File: src/rtl/usb_irq_pkg.sv
// Shared constants for the USB host interrupt status controller.
// Assumes a fixed set of seven interrupt sources; the bit indices below
// define the status and enable word layout seen by software.
package usb_irq_pkg;
    localparam int NSRC    = 7;
    localparam int SRC_SOF = 0;
    localparam int SRC_FNO = 1;
    localparam int SRC_OVR = 2;
    localparam int SRC_WDH = 3;
    localparam int SRC_RES = 4;
    localparam int SRC_RHC = 5;
    localparam int SRC_UE  = 6;

    typedef enum logic [1:0] {
        A_STATUS = 2'd0,
        A_EN_SET = 2'd1,
        A_EN_CLR = 2'd2,
        A_CMD    = 2'd3
    } reg_addr_e;
endpackage

File: src/rtl/irq_event_detect.sv
// Turns raw event inputs into one set-pulse per status source.
// Tracks the frame-number top bit across updates and the previous resume
// level. Assumes strobes are one cycle wide and synchronous to clk.
module irq_event_detect
    import usb_irq_pkg::*;
#(
    parameter int FN_W = 16
) (
    input  logic            clk,
    input  logic            rst_n,
    input  logic            frame_upd,
    input  logic [FN_W-1:0] frame_num,
    input  logic            sched_ovr,
    input  logic            wb_done,
    input  logic            resume_sig,
    input  logic            sw_resume,
    input  logic            rh_change,
    input  logic            sys_err,
    output logic [NSRC-1:0] evt
);
    localparam int MSB = FN_W - 1;

    logic msb_q;
    logic res_q;
    logic unused_fn;

    assign unused_fn = ^frame_num[MSB-1:0];

    // Record the frame-number top bit at each frame number update.
    always_ff @(posedge clk) begin
        if (!rst_n)         msb_q <= 1'b0;
        else if (frame_upd) msb_q <= frame_num[MSB];
    end

    // Keep last cycle's resume level for edge detection.
    always_ff @(posedge clk) begin
        if (!rst_n) res_q <= 1'b0;
        else        res_q <= resume_sig;
    end

    // Build the per-source set vector.
    always_comb begin
        evt          = '0;
        evt[SRC_SOF] = frame_upd;
        evt[SRC_FNO] = frame_upd & (frame_num[MSB] ^ msb_q);
        evt[SRC_OVR] = sched_ovr;
        evt[SRC_WDH] = wb_done;
        evt[SRC_RES] = resume_sig & ~res_q & ~sw_resume;
        evt[SRC_RHC] = rh_change;
        evt[SRC_UE]  = sys_err;
    end

    assert_no_sw_resume_R5: assert property (@(posedge clk) disable iff (!rst_n)
        sw_resume |-> !evt[SRC_RES]);

    assert_fno_toggle_R3: assert property (@(posedge clk) disable iff (!rst_n)
        evt[SRC_FNO] |=> (msb_q != $past(msb_q)));
endmodule

File: src/rtl/irq_sticky_bank.sv
// Sticky status bits, one per source; set dominates write-one-to-clear.
// Assumes set and clear vectors are valid for one cycle each.
module irq_sticky_bank #(
    parameter int N = 7
) (
    input  logic         clk,
    input  logic         rst_n,
    input  logic [N-1:0] set_vec,
    input  logic [N-1:0] clr_vec,
    output logic [N-1:0] st
);
    for (genvar i = 0; i < N; i++) begin : g_bit
        // One status flop: clear on request, but a same-cycle set wins.
        always_ff @(posedge clk) begin
            if (!rst_n)          st[i] <= 1'b0;
            else if (set_vec[i]) st[i] <= 1'b1;
            else if (clr_vec[i]) st[i] <= 1'b0;
        end

        assert_sticky_hold_R1: assert property (@(posedge clk) disable iff (!rst_n)
            (st[i] && !clr_vec[i]) |=> st[i]);

        assert_set_wins_R2: assert property (@(posedge clk) disable iff (!rst_n)
            set_vec[i] |=> st[i]);
    end
endmodule

File: src/rtl/irq_enable_bank.sv
// Per-source enables, master enable and the registered interrupt output.
// Assumes set and clear writes never occur in the same cycle.
module irq_enable_bank #(
    parameter int N       = 7,
    parameter int DATA_W  = 32,
    parameter int MIE_BIT = 31
) (
    input  logic              clk,
    input  logic              rst_n,
    input  logic              wr_set,
    input  logic              wr_clr,
    input  logic [DATA_W-1:0] wdata,
    input  logic [N-1:0]      status,
    output logic [N-1:0]      en_q,
    output logic              mie_q,
    output logic              irq
);
    // Set or clear the source enables on their write addresses.
    always_ff @(posedge clk) begin
        if (!rst_n)      en_q <= '0;
        else if (wr_set) en_q <= en_q | wdata[N-1:0];
        else if (wr_clr) en_q <= en_q & ~wdata[N-1:0];
    end

    // Set or clear the master enable on the same addresses.
    always_ff @(posedge clk) begin
        if (!rst_n)                          mie_q <= 1'b0;
        else if (wr_set && wdata[MIE_BIT])   mie_q <= 1'b1;
        else if (wr_clr && wdata[MIE_BIT])   mie_q <= 1'b0;
    end

    // Register the masked OR so the line is glitch free.
    always_ff @(posedge clk) begin
        if (!rst_n) irq <= 1'b0;
        else        irq <= mie_q & (|(status & en_q));
    end

    assert_irq_quiet_R8: assert property (@(posedge clk) disable iff (!rst_n)
        !mie_q |=> !irq);
endmodule

File: src/rtl/usb_hc_irq_ctrl.sv
// Top of the USB host interrupt status controller: register decode,
// schedule-overrun counter, writeback grant gating and halt output.
// Assumes a one-cycle write strobe and combinational reads.
module usb_hc_irq_ctrl
    import usb_irq_pkg::*;
#(
    parameter int FN_W        = 16,
    parameter int DATA_W      = 32,
    parameter int MIE_BIT     = 31,
    parameter int OVR_CNT_W   = 2,
    parameter int OVR_CNT_LSB = 16
) (
    input  logic              clk,
    input  logic              rst_n,
    input  logic              frame_upd,
    input  logic [FN_W-1:0]   frame_num,
    input  logic              sched_ovr,
    input  logic              wb_req,
    output logic              wb_gnt,
    input  logic              wb_done,
    input  logic              resume_sig,
    input  logic              sw_resume,
    input  logic              rh_change,
    input  logic              sys_err,
    input  logic              reg_wr,
    input  logic [1:0]        reg_addr,
    input  logic [DATA_W-1:0] reg_wdata,
    output logic [DATA_W-1:0] reg_rdata,
    output logic              irq,
    output logic              hc_halt
);
    localparam int PAD_W = DATA_W - NSRC;

    logic [NSRC-1:0]      evt;
    logic [NSRC-1:0]      st;
    logic [NSRC-1:0]      clr_vec;
    logic [NSRC-1:0]      en_q;
    logic                 mie_q;
    logic [OVR_CNT_W-1:0] ovr_cnt;
    logic                 wr_set;
    logic                 wr_clr;
    logic                 unused_wdata;

    assign unused_wdata = ^reg_wdata;

    irq_event_detect #(.FN_W(FN_W)) u_evt (
        .clk        (clk),
        .rst_n      (rst_n),
        .frame_upd  (frame_upd),
        .frame_num  (frame_num),
        .sched_ovr  (sched_ovr),
        .wb_done    (wb_done),
        .resume_sig (resume_sig),
        .sw_resume  (sw_resume),
        .rh_change  (rh_change),
        .sys_err    (sys_err),
        .evt        (evt)
    );

    // Decode the write strobes for the status and enable addresses.
    always_comb begin
        clr_vec = '0;
        wr_set  = 1'b0;
        wr_clr  = 1'b0;
        if (reg_wr) begin
            case (reg_addr_e'(reg_addr))
                A_STATUS: clr_vec = reg_wdata[NSRC-1:0];
                A_EN_SET: wr_set  = 1'b1;
                A_EN_CLR: wr_clr  = 1'b1;
                default:  ;
            endcase
        end
    end

    irq_sticky_bank #(.N(NSRC)) u_st (
        .clk     (clk),
        .rst_n   (rst_n),
        .set_vec (evt),
        .clr_vec (clr_vec),
        .st      (st)
    );

    irq_enable_bank #(.N(NSRC), .DATA_W(DATA_W), .MIE_BIT(MIE_BIT)) u_en (
        .clk    (clk),
        .rst_n  (rst_n),
        .wr_set (wr_set),
        .wr_clr (wr_clr),
        .wdata  (reg_wdata),
        .status (st),
        .en_q   (en_q),
        .mie_q  (mie_q),
        .irq    (irq)
    );

    // Count schedule overruns, wrapping at the counter width.
    always_ff @(posedge clk) begin
        if (!rst_n)         ovr_cnt <= '0;
        else if (sched_ovr) ovr_cnt <= ovr_cnt + 1'b1;
    end

    // Combinational read mux over the four word addresses.
    always_comb begin
        reg_rdata = '0;
        case (reg_addr_e'(reg_addr))
            A_STATUS: reg_rdata = {{PAD_W{1'b0}}, st};
            A_EN_SET,
            A_EN_CLR: begin
                reg_rdata[NSRC-1:0] = en_q;
                reg_rdata[MIE_BIT]  = mie_q;
            end
            A_CMD:    reg_rdata[OVR_CNT_LSB +: OVR_CNT_W] = ovr_cnt;
            default:  reg_rdata = '0;
        endcase
    end

    assign wb_gnt  = wb_req & ~st[SRC_WDH] & ~st[SRC_UE];
    assign hc_halt = st[SRC_UE];

    assert_ovr_count_R6: assert property (@(posedge clk) disable iff (!rst_n)
        sched_ovr |=> (OVR_CNT_W'(ovr_cnt - $past(ovr_cnt)) == OVR_CNT_W'(1)));

    assert_wb_block_R9: assert property (@(posedge clk) disable iff (!rst_n)
        wb_done |=> !wb_gnt);

    assert_halt_hold_R10: assert property (@(posedge clk) disable iff (!rst_n)
        (sys_err && !$isunknown(sys_err)) |=> hc_halt);
endmodule

File: config.mk
export PLATFORM = sky130hd
export DESIGN_NAME = usb_hc_irq_ctrl
export DESIGN_NICKNAME = d
export VERILOG_FILES = /design/src/rtl/usb_irq_pkg.sv /design/src/rtl/irq_event_detect.sv /design/src/rtl/irq_sticky_bank.sv /design/src/rtl/irq_enable_bank.sv /design/src/rtl/usb_hc_irq_ctrl.sv
export SDC_FILE = /design/constraint.sdc
export NUM_CORES = 1
export LEC_CHECK = 0
export BUFFER_PORTS_ARGS = -buffer_cell sky130_fd_sc_hd__buf_2
export CAP_MARGIN = 20
export CELL_PAD_IN_SITES_DETAIL_PLACEMENT = 1
export CELL_PAD_IN_SITES_GLOBAL_PLACEMENT = 1
export CORE_MARGIN = 2
export CORE_UTILIZATION = 27
export CTS_BUF_LIST = sky130_fd_sc_hd__clkbuf_2
export DETAILED_ROUTE_END_ITERATION = 6
export PLACE_DENSITY = 0.89
export SYNTH_ARGS = -nofsm -noshare
export SYNTH_HDL_FRONTEND = slang
export SYNTH_SLANG_ARGS = --single-unit
File: constraint.sdc
create_clock -name clk -period 1.15 [get_ports clk]
set_input_delay 0.1725 -clock clk [delete_from_list [all_inputs] [get_ports clk]]
set_output_delay 0.1725 -clock clk [all_outputs]
set_load 0.005 [all_outputs]
==> flow_metrics.py, run 1 <==
metrics = {
    "route": {
        "wl_mm": 3.32,
        "vias": 1109,
        "drt_iter0_markers": 65,
        "wl_per_cell_um": 14.3,
        "firstDrtPassIters": 4,
        "ant_nets": 0,
        "remaining_drc_errors": 0,
        "avgViaCountPerCell": 4.76,
    },
    "logic_synthesis": {
        "synth_cells": 136,
        "synthTopCellsByArea": "dfxtp_1 34%, buf_4 15%, nor2b_1 8.5%, a22oi_1 7.0%, a32oi_1 6.0%",
        "ys_ff_latch": 20,
        "avgSynthCellArea_sq_um": 8.64,
        "synth.distinct_cells": 23,
        "yosysSeqAreaShare": 0.341,
        "yosysTopAreaCellShare": 0.341,
        "synthesis.area_sq_mm": 0.00117,
        "yosysWarnings": 0,
        "yosysTopAreaCell": "dfxtp_1",
    },
    "power": {
        "power_density_mw_per_mm2": 906,
        "power_uw": 1390,
        "max-vdd-ir-drop_mv": 0.387,
        "p_leak_uw": 0.000682,
    },
    "sta": {
        "setup_slack_ns": -0.0774,
        "period_minus_slack_ns": 1.23,
        "period_share": 1.07,
        "final-hold-violation-count": 0,
        "hold_ws_ns": 0.0676,
        "finalSetupViolCount": 8,
        "final-max-slew-violation-count": 0,
        "skew_ns": 0.00416,
        "rsz0062_at_grt": "true",
        "tns_ns": -0.333,
        "max_freq_ghz": 0.815,
    },
    "cells_and_area": {
        "n_antenna_cell": 0,
        "final_cell_area_sq_mm": 0.00154,
        "area_delta_synth_final_pct": 31.0,
        "drive_above_1_share": 0.481,
        "nets": 250,
    },
    "clocking": {
        "cts_buffers": 3,
        "clockBufferDepth": 2,
        "cts.clk_slew.worst_paths_ns": 0.18,
        "cts.sinks": 20,
        "clock_latency_ns": 0.31,
        "cts_root_buf": "clkbuf_2",
        "htreeDepth": 1,
        "cts_tree": "done",
    },
    "global_routing": {
        "antenna_found_initial": 0,
        "grt_pass1_wl_mm": 5.26,
        "grt-ovfl-total": 0,
        "track_usage": 0.133,
        "grt_pass1_vias": 1097,
        "grt_max_degree": 21,
    },
    "critical_path": {
        "rr_worst_depth": 3,
        "cp.required_ns": 0.98,
        "worstPathArrival_ns": 1.05,
        "r2r_start": "u_st.st[4]$_SDFFE_PN0P_",
        "crit_fanout": 4,
        "r2r_slack_ns": 0.10,
        "setup.worst_path.end_class": "primary output",
        "start_kind": "flip-flop",
        "worstSetupPathType": "reg2out",
        "r2r-end": "u_en.irq$_SDFF_PN0_",
    },
    "min_path": {
        "hp-class": "in2reg",
        "min-delay-start": "resume_sig",
        "min_path_cells": 2,
        "hold_end": "u_evt.res_q$_SDFF_PN0_",
    },
    "run_status": {
        "status": "complete, but fails checks",
        "violations": "setup timing",
    },
    "place": {
        "placed_cell_area_sq_mm": 0.00135,
        "routabilityCongestion": 0.761,
        "hpwl_mm": 2.29,
        "port_buffers": 34,
    },
    "floorplanning": {
        "dieArea_sq_mm": 0.00490,
        "coreArea_sq_mm": 0.00409,
        "fp.dieH_um": 70.0,
        "rows": 23,
        "die_x_um": 70.0,
        "io_pins": 96,
        "start_util": 0.288,
    },
    "run": {
        "maxCapViolCount": 0,
    },
}
==> critical path: stages (launching register included) <==
cell and delay, ns:
dfxtp_4 0.40, a22oi_2 0.17, nor2_1 0.06, buf_2 0.12
==> repair_timing <==
action                     in CTS  in global routing
hold buffers                    0                  0
setup buffers                   6                  4
setup endpoints to repair      11                 12
pin swaps                       2                  6
cloned                          0                  0
gates resized for setup        15                 19
==> where the power goes <==
| part | internal [uW] | switching [uW] |
|---|---|---|
| clock network | 71.1 | 208 |
| logic | 173 | 173 |
| registers | 737 | 32.6 |
==> layer usage <==
layer / routed length [um] / share of wire / track usage / up-vias
li1: - / - / - / 528
met5: 0 / 0 / 0 / -
met1: 1370 / 0.41 / 0.151 / 545
met2: 1770 / 0.53 / 0.248 / 34
met3: 169 / 0.051 / 0.0390 / 2
met4: 14 / 0.0042 / 0.0192 / 0
==> layout make-up <==
type | instances | area [sq um]
clock buffer | 3 | 15.0
fill | 512 | 2550
inverter | 2 | 7.51
multi-input combinational | 104 | 696
sequential | 20 | 425
tap | 50 | 62.6
timing repair buffer | 54 | 333
==> kinds of logic (layout without fill, tap and decap cells) <==
| family | count (synthesis) | count (layout) | share of synthesized area |
|---|---|---|---|
| AND/OR/NAND/NOR | 48 | 48 | 0.224 |
| multiplexers | 1 | 1 | 0.00852 |
| buffers and inverters | 33 | 59 | 0.194 |
| flip-flops | 20 | 20 | 0.341 |
| adder cells (fa/ha/maj) | 4 | 4 | 0.0426 |
| other | 1 | 22 | 0.00319 |
| XOR/XNOR | 3 | 3 | 0.0224 |
| AO/OA/AOI/OAI | 26 | 26 | 0.165 |
==> how the worst max path moves through the flow <==
stage,from,to,depth (start not counted)
3_5_place_dp,reg_addr[0],reg_rdata[1],6
2_1_floorplan,reg_addr[0],reg_rdata[0],5
6_report,u_st.st[3]$_SDFFE_PN0P_,reg_rdata[3],3
3_3_place_gp,reg_addr[0],reg_rdata[0],6
5_1_grt,u_st.st[6]$_SDFFE_PN0P_,reg_rdata[6],3
4_1_cts,u_st.st[3]$_SDFFE_PN0P_,reg_rdata[3],3
==> placed cells by master, fill, tap and decap left out <==
cell type,Yosys,layout
buf_2,2,34
conb_1,1,22
buf_4,23,19
nor2b_1,16,16
nand3_1,14,14
dfxtp_2,0,14
a32oi_1,8,8
a22oi_2,0,7
nor2_1,8,7
and2_1,6,5
a21oi_1,5,5
a22oi_1,11,4
dfxtp_1,20,4
clkbuf_2,0,3
inv_2,0,2
nand2_1,2,2
xor2_1,2,2
ha_4,0,2
ha_1,4,2
dfxtp_4,0,2
nor2_2,0,1
nor3b_2,0,1
and2_4,0,1
a222oi_1,1,1
a31oi_1,1,1
mux2i_1,1,1
xnor2_1,1,1
nand3_2,1,1
buf_12,0,1
==> Yosys cell counts <==
cell	instances
conb_1	1
mux2i_1	1
a22oi_1	11
inv_1	2
nor3b_1	1
a222oi_1	1
xnor2_1	1
ha_1	4
buf_6	2
buf_4	23
nor2_1	8
buf_2	2
xor2_1	2
a31oi_1	1
nand3_1	14
clkbuf_1	4
nand3_2	1
a32oi_1	8
nor2b_1	16
nand2_1	2
and2_1	6
a21oi_1	5
dfxtp_1	20
==> through the flow <==
step           cells   util  setup slack, ns
2_1_floorplan    157      -           0.0966
3_3_place_gp     220  0.331           -0.147
3_5_place_dp     220  0.331           -0.184
4_1_cts          229  0.355          -0.0857
5_1_grt          233  0.377           -0.161
6_report         233  0.377          -0.0774
(Power assumes the default switching activity.)
==> inputs of run 2 (changes only) <==
--- a/config.mk
+++ b/config.mk
@@ -5,15 +5,16 @@
 export SDC_FILE = /design/constraint.sdc
 export NUM_CORES = 1
 export LEC_CHECK = 0
+export ABC_AREA = 1
 export BUFFER_PORTS_ARGS = -buffer_cell sky130_fd_sc_hd__buf_2
 export CAP_MARGIN = 20
 export CELL_PAD_IN_SITES_DETAIL_PLACEMENT = 1
 export CELL_PAD_IN_SITES_GLOBAL_PLACEMENT = 1
 export CORE_MARGIN = 2
-export CORE_UTILIZATION = 27
+export CORE_UTILIZATION = 25
 export CTS_BUF_LIST = sky130_fd_sc_hd__clkbuf_2
 export DETAILED_ROUTE_END_ITERATION = 6
-export PLACE_DENSITY = 0.89
+export PLACE_DENSITY = 0.87
 export SYNTH_ARGS = -nofsm -noshare
 export SYNTH_HDL_FRONTEND = slang
 export SYNTH_SLANG_ARGS = --single-unit
==> run 2 against run 1 <==
Net effect:
- the run still ends with setup timing left
- non-clock buffer count increased by 7
- via count increased by 13%
- count of clock-buffer cells in the layout unchanged
==> flow_metrics.py, run 2 <==
metrics = {
    "clocking": {
        "htreeDepth": 1,
        "clockBufferDepth": 2,
        "cts.sinks": 20,
        "cts_root_buf": "clkbuf_2",
        "cts.clk_slew.worst_paths_ns": 0.21,
        "clock_latency_ns": 0.33,
        "cts_buffers": 3,
        "cts_tree": "done",
    },
    "logic_synthesis": {
        "synthTopCellsByArea": "dfxtp_1 34%, buf_4 14%, nand2_1 14%, a21oi_1 10%, inv_1 7.4%",
        "synth_cells": 170,
        "synthAdderAreaFrac": 0.0431,
        "synth_top_family_by_area": "buffers and inverters",
        "synth_flop_cell": "dfxtp_1",
        "synthesis.area_sq_mm": 0.00116,
        "synthTopCellsByCount": "44 x nand2_1, 24 x a21oi_1, 23 x inv_1",
        "yosysWarnings": 0,
        "yosysTopAreaCellShare": 0.344,
        "synth.distinct_cells": 16,
        "synthXorXnorAreaFrac": 0,
        "async_flop_share": 0,
        "yosysSeqAreaShare": 0.344,
        "synth_mux_area_frac": 0,
        "synth-compound-area-share": 0.172,
        "synthSimpleGateAreaFrac": 0.185,
        "synth_edf_count": 0,
        "avgSynthCellArea_sq_um": 6.84,
        "synth_most_common_cell": "nand2_1",
        "ys_ff_latch": 20,
        "yosysTopAreaCell": "dfxtp_1",
    },
    "critical_path": {
        "r2r-end": "u_en.irq$_SDFF_PN0_",
        "worstPathArrival_ns": 1.03,
        "start_kind": "flip-flop",
        "worstSetupPathType": "reg2out",
        "crit_fanout": 2,
        "setup.worst_path.end_class": "primary output",
        "cp.required_ns": 0.98,
        "r2r_slack_ns": 0.18,
        "rr_worst_depth": 6,
    },
    "power": {
        "power_density_mw_per_mm2": 991,
        "max-vdd-ir-drop_mv": 0.506,
        "power_uw": 1650,
        "p_leak_uw": 0.000887,
    },
    "sta": {
        "final-max-slew-violation-count": 0,
        "skew_ns": 0.0200,
        "finalSetupViolCount": 8,
        "tns_ns": -0.197,
        "max_freq_ghz": 0.833,
        "period_share": 1.04,
        "period_minus_slack_ns": 1.20,
        "setup_slack_ns": -0.0503,
        "rsz0062_at_grt": "true",
        "hold_ws_ns": 0.0179,
        "final-hold-violation-count": 0,
    },
    "place": {
        "port_buffers": 34,
        "hpwl_mm": 2.52,
        "routabilityCongestion": 0.751,
        "placed_cell_area_sq_mm": 0.00134,
    },
    "floorplanning": {
        "start_util": 0.263,
        "fp.dieH_um": 72.2,
        "io_pins": 96,
        "die_x_um": 72.2,
        "coreArea_sq_mm": 0.00441,
        "rows": 24,
        "dieArea_sq_mm": 0.00521,
    },
    "route": {
        "avgViaCountPerCell": 4.46,
        "ant_nets": 0,
        "vias": 1258,
        "firstDrtPassIters": 4,
        "wl_per_cell_um": 13.3,
        "wl_mm": 3.76,
        "drt_iter0_markers": 46,
        "remaining_drc_errors": 0,
    },
    "min_path": {
        "min_path_cells": 3,
        "hold_end": "u_evt.res_q$_SDFF_PN0_",
        "min-delay-start": "resume_sig",
        "hp-class": "in2reg",
    },
    "global_routing": {
        "track_usage": 0.146,
        "grt_pass1_wl_mm": 5.93,
        "grt-ovfl-total": 0,
        "grt_max_degree": 15,
        "grt_pass1_vias": 1356,
        "antenna_found_initial": 0,
    },
    "cells_and_area": {
        "n_antenna_cell": 0,
        "fillers": 594,
        "layout_commonest_cell": "buf_2",
        "drive_above_1_share": 0.474,
        "register_area_sq_um": 427,
        "final_cell_mix": "32 x buf_2, 30 x nand2_1, 24 x buf_4, 22 x conb_1, 20 x inv_1",
        "multi_input_area_sq_um": 637,
        "final_cell_area_sq_mm": 0.00167,
        "area_delta_synth_final_pct": 43.7,
        "nets": 296,
    },
    "run_status": {
        "violations": "setup timing",
        "status": "complete, but fails checks",
    },
    "run": {
        "maxCapViolCount": 0,
    },
}
==> run 2: changes by cell type after synthesis, sizes merged, moves of 6 or more <==
cell / change
a32oi: -8
a21oi: +19
inv: +22
o21ai: +16
nand2: +42
nand3: -11
a22oi: -11
nor2b: -16
and2: -6
==> run 2: cells by family (layout without fill, tap and decap cells) <==
| family | Yosys count | after routing |
|---|---|---|
| AND/OR/NAND/NOR | 54 | 54 |
| buffers and inverters | 51 | 90 |
| AO/OA/AOI/OAI | 40 | 40 |
| flip-flops | 20 | 20 |
| adder cells (fa/ha/maj) | 4 | 4 |
| other | 1 | 22 |
==> run 2: worst max-delay path by stage <==
stage,depth (start not counted),from,to,slack (ns)
2_1_floorplan,5,reg_addr[0],reg_rdata[4],0.15
3_3_place_gp,8,reg_addr[0],reg_rdata[31],-0.15
3_5_place_dp,8,reg_addr[0],reg_rdata[31],-0.15
4_1_cts,3,u_st.st[3]$_SDFFE_PN0P_,reg_rdata[3],-0.07
5_1_grt,3,flip-flop,reg_rdata[1],-0.12
6_report,3,flip-flop,reg_rdata[3],-0.05
==> run 2: area by class of cell <==
cell class | instances | share of cell area
repair buffers | 61 | 0.237
multi-input cells | 120 | 0.381
clock inverters | 1 | 0.0180
clock buffers | 3 | 0.00899
flip-flops and latches | 20 | 0.255
well taps | 52 | 0.0390
inverters | 25 | 0.0599
==> run 2: report_power, final <==
| part | switching, uW | internal [uW] | total, uW |
|---|---|---|---|
| logic | 187 | 174 | 361 |
| clock network | 228 | 300 | 529 |
| registers | 29.7 | 735 | 765 |
==> run 2: layer usage <==
metal,track usage,vias to the layer above,wire length [um],part of all wire
met4,0.0314,0,26,0.0069
met3,0.0375,8,206,0.055
met1,0.158,604,1420,0.38
li1,-,606,-,-
met2,0.282,40,2100,0.56
met5,0,-,0,0
==> run 2: per-stage QoR <==
stage / worst slack [ns] / std cells / util
after global routing: -0.119 / 282 / 0.378
after floorplan: 0.153 / 191 / -
after global placement: -0.149 / 259 / 0.303
final: -0.0503 / 282 / 0.378
after CTS: -0.0662 / 277 / 0.355
after detailed placement: -0.153 / 259 / 0.303
==> run 2: critical path, cell delays in order (launching register included) <==
cell     delay, ns
dfxtp_2       0.39
nand2_2       0.06
a21oi_2       0.13
buf_2         0.12
==> run 2: timing repair <==
item	CTS	global route
resized for setup	30	23
cloned	0	0
buffers inserted	14	5
endpoints found under the setup margin	11	11
hold buffers	0	0
pin swaps	7	5
==> inputs of run 3 (changes only) <==
--- a/config.mk
+++ b/config.mk
@@ -8,13 +8,13 @@
 export ABC_AREA = 1
 export BUFFER_PORTS_ARGS = -buffer_cell sky130_fd_sc_hd__buf_2
 export CAP_MARGIN = 20
-export CELL_PAD_IN_SITES_DETAIL_PLACEMENT = 1
-export CELL_PAD_IN_SITES_GLOBAL_PLACEMENT = 1
+export CORE_ASPECT_RATIO = 0.8
 export CORE_MARGIN = 2
-export CORE_UTILIZATION = 25
+export CORE_UTILIZATION = 40
 export CTS_BUF_LIST = sky130_fd_sc_hd__clkbuf_2
 export DETAILED_ROUTE_END_ITERATION = 6
-export PLACE_DENSITY = 0.87
+export HOLD_SLACK_MARGIN = 0.03
+export PLACE_DENSITY = 0.89
 export SYNTH_ARGS = -nofsm -noshare
 export SYNTH_HDL_FRONTEND = slang
 export SYNTH_SLANG_ARGS = --single-unit
==> run 3 against run 2 <==
Net effect:
- the flow still finishes with violations (setup timing)
- global-route usage rose by 1.9 points
- power fell by 18%
- sequential power barely moved
- cell area fell by 8.9%
- hold slack improved by 0.031 ns
- clock skew fell by 0.0017 ns
==> flow_metrics.py, run 3 (synthesized netlist as in run 2, its figures left out) <==
metrics = {
    "critical_path": {
        "cp_top_family": "flip-flops",
        "crit_slowest_cell": "dfxtp_2",
        "setup.worst_path.end_class": "primary output",
        "crit_end": "wb_gnt",
        "r2r_slack_ns": 0.21,
        "r2r-end": "u_en.irq$_SDFF_PN0_",
        "crit_fanout": 3,
        "critPathBufInv": 1,
        "critical_path_depth": 2,
        "path_cells": "nor3b_1 -> buf_2",
        "cp.required_ns": 0.98,
        "r2r_start": "u_st.st[0]$_SDFFE_PN0P_",
        "start_kind": "flip-flop",
        "worstSetupPathType": "reg2out",
        "crit_path_start": "u_st.st[3]$_SDFFE_PN0P_",
        "rr_worst_depth": 6,
        "critPathMaxStageDelay_ns": 0.38,
        "worstPathArrival_ns": 1.03,
    },
    "sta": {
        "setup_slack_ns": -0.0567,
        "rsz0062_at_grt": "true",
        "skew_ns": 0.0183,
        "period_share": 1.05,
        "max_freq_ghz": 0.829,
        "period_minus_slack_ns": 1.21,
        "final-hold-violation-count": 0,
        "tns_ns": -0.205,
        "final-max-slew-violation-count": 0,
        "finalSetupViolCount": 7,
    },
    "global_routing": {
        "grtUsageMet2": 0.292,
        "grt_pass1_wl_mm": 4.20,
        "antenna_found_initial": 0,
        "grt-ovfl-total": 0,
        "grt_max_degree": 15,
        "grtUsageMet3": 0.0473,
        "track_usage": 0.165,
        "met1_usage": 0.203,
        "grt_pass1_vias": 999,
        "top_usage_layer": "met2",
    },
    "clocking": {
        "cts.clk_slew.worst_paths_ns": 0.20,
        "cts_tree": "done",
        "clock_latency_ns": 0.33,
        "cts_buffers": 3,
        "htreeDepth": 1,
        "clockBufferDepth": 2,
        "cts_root_buf": "clkbuf_2",
        "cts.sinks": 20,
    },
    "run": {
        "maxCapViolCount": 0,
    },
    "floorplanning": {
        "dieArea_sq_mm": 0.00336,
        "coreArea_sq_mm": 0.00277,
        "start_util": 0.420,
        "die_x_um": 64.3,
        "io_pins": 96,
        "rows": 17,
        "fp.dieH_um": 52.2,
    },
    "min_path": {
        "hp-class": "in2reg",
        "min-delay-start": "rh_change",
    },
    "route": {
        "vias": 1165,
        "remaining_drc_errors": 0,
        "wl_mm": 2.73,
        "ant_nets": 0,
        "avgViaCountPerCell": 4.46,
        "firstDrtPassIters": 4,
        "wl_per_cell_um": 10.5,
        "drt_iter0_markers": 40,
    },
    "cells_and_area": {
        "fin_util": 0.550,
        "drive_above_1_share": 0.368,
        "final_cell_mix": "41 x nand2_1, 33 x buf_2, 22 x conb_1, 21 x inv_1, 20 x a21oi_1",
        "fillers": 288,
        "n_antenna_cell": 0,
        "layout_commonest_cell": "nand2_1",
        "area_delta_synth_final_pct": 30.9,
        "nets": 289,
    },
    "place": {
        "hpwl_mm": 1.90,
        "routabilityCongestion": 0.834,
        "port_buffers": 34,
        "preCtsSetupSlack_ns": -0.169,
    },
    "power": {
        "max-vdd-ir-drop_mv": 0.488,
        "p_leak_uw": 0.000814,
        "power_density_mw_per_mm2": 895,
    },
    "run_status": {
        "status": "complete, but fails checks",
        "violations": "setup timing",
    },
}
[run 3: metrics by stage]
stage / instance area (sq um) / power (uW) / cells / hold slack, ns
after floorplan: 1240 / 948 / 191 / 0.262
after global placement: 1300 / 991 / 242 / 0.370
after CTS: 1440 / 1330 / 256 / 0.0311
after detailed placement: 1300 / 999 / 242 / 0.370
after global routing: 1520 / 1450 / 261 / 0.0396
final: 1520 / 1360 / 261 / 0.0492
[run 3: worst reg2reg max path, delay by kind of cell (launching register included)]
family | cells | cell delay, ns
AOI/OAI and AO/OA | 1 | 0.07
and+or+nand+nor | 3 | 0.20
DFF | 1 | 0.37
buffers and inverters | 2 | 0.25
[run 3: cell type report]
cell class                 instances  area, sq um  share of cell area
clock buffer                       3         15.0             0.00987
clock inverter                     1         3.75             0.00247
inverter                          25         95.1              0.0625
multi-input combinational        120          596               0.391
sequential                        20          420               0.276
tap                               38         47.5              0.0312
timing repair buffer              54          344               0.226
[run 3: worst min path at each step]
stage	cells past startpoint	slack, ns	to
3_5_place_dp	3	0.37	u_evt.res_q$_SDFF_PN0_
3_3_place_gp	3	0.37	u_evt.res_q$_SDFF_PN0_
5_1_grt	3	0.04	flip-flop
4_1_cts	2	0.03	u_evt.msb_q$_SDFFE_PN0P_
2_1_floorplan	1	0.26	u_evt.msb_q$_SDFFE_PN0P_
6_report	3	0.05	u_st.st[5]$_SDFFE_PN0P_
[run 3: power breakdown]
group          switching (uW)  internal, uW  total, uW
clock                     218          75.5        293
sequential               25.4           737        762
combinational             157           149        306
[run 3: routing by layer]
| metal | routed length (um) | part of all wire |
|---|---|---|
| met1 | 1210 | 0.44 |
| met2 | 1330 | 0.49 |
| met3 | 180 | 0.066 |
| met4 | 8 | 0.0029 |
| met5 | 0 | 0 |
[run 3: repair_timing]
| action | CTS | global route |
|---|---|---|
| pin swaps | 3 | 1 |
| endpoints found under the hold margin | 1 | 3 |
| hold buffers | 1 | 3 |
| endpoints found under the setup margin | 11 | 12 |
| buffers inserted | 9 | 2 |
| resized for setup | 20 | 12 |
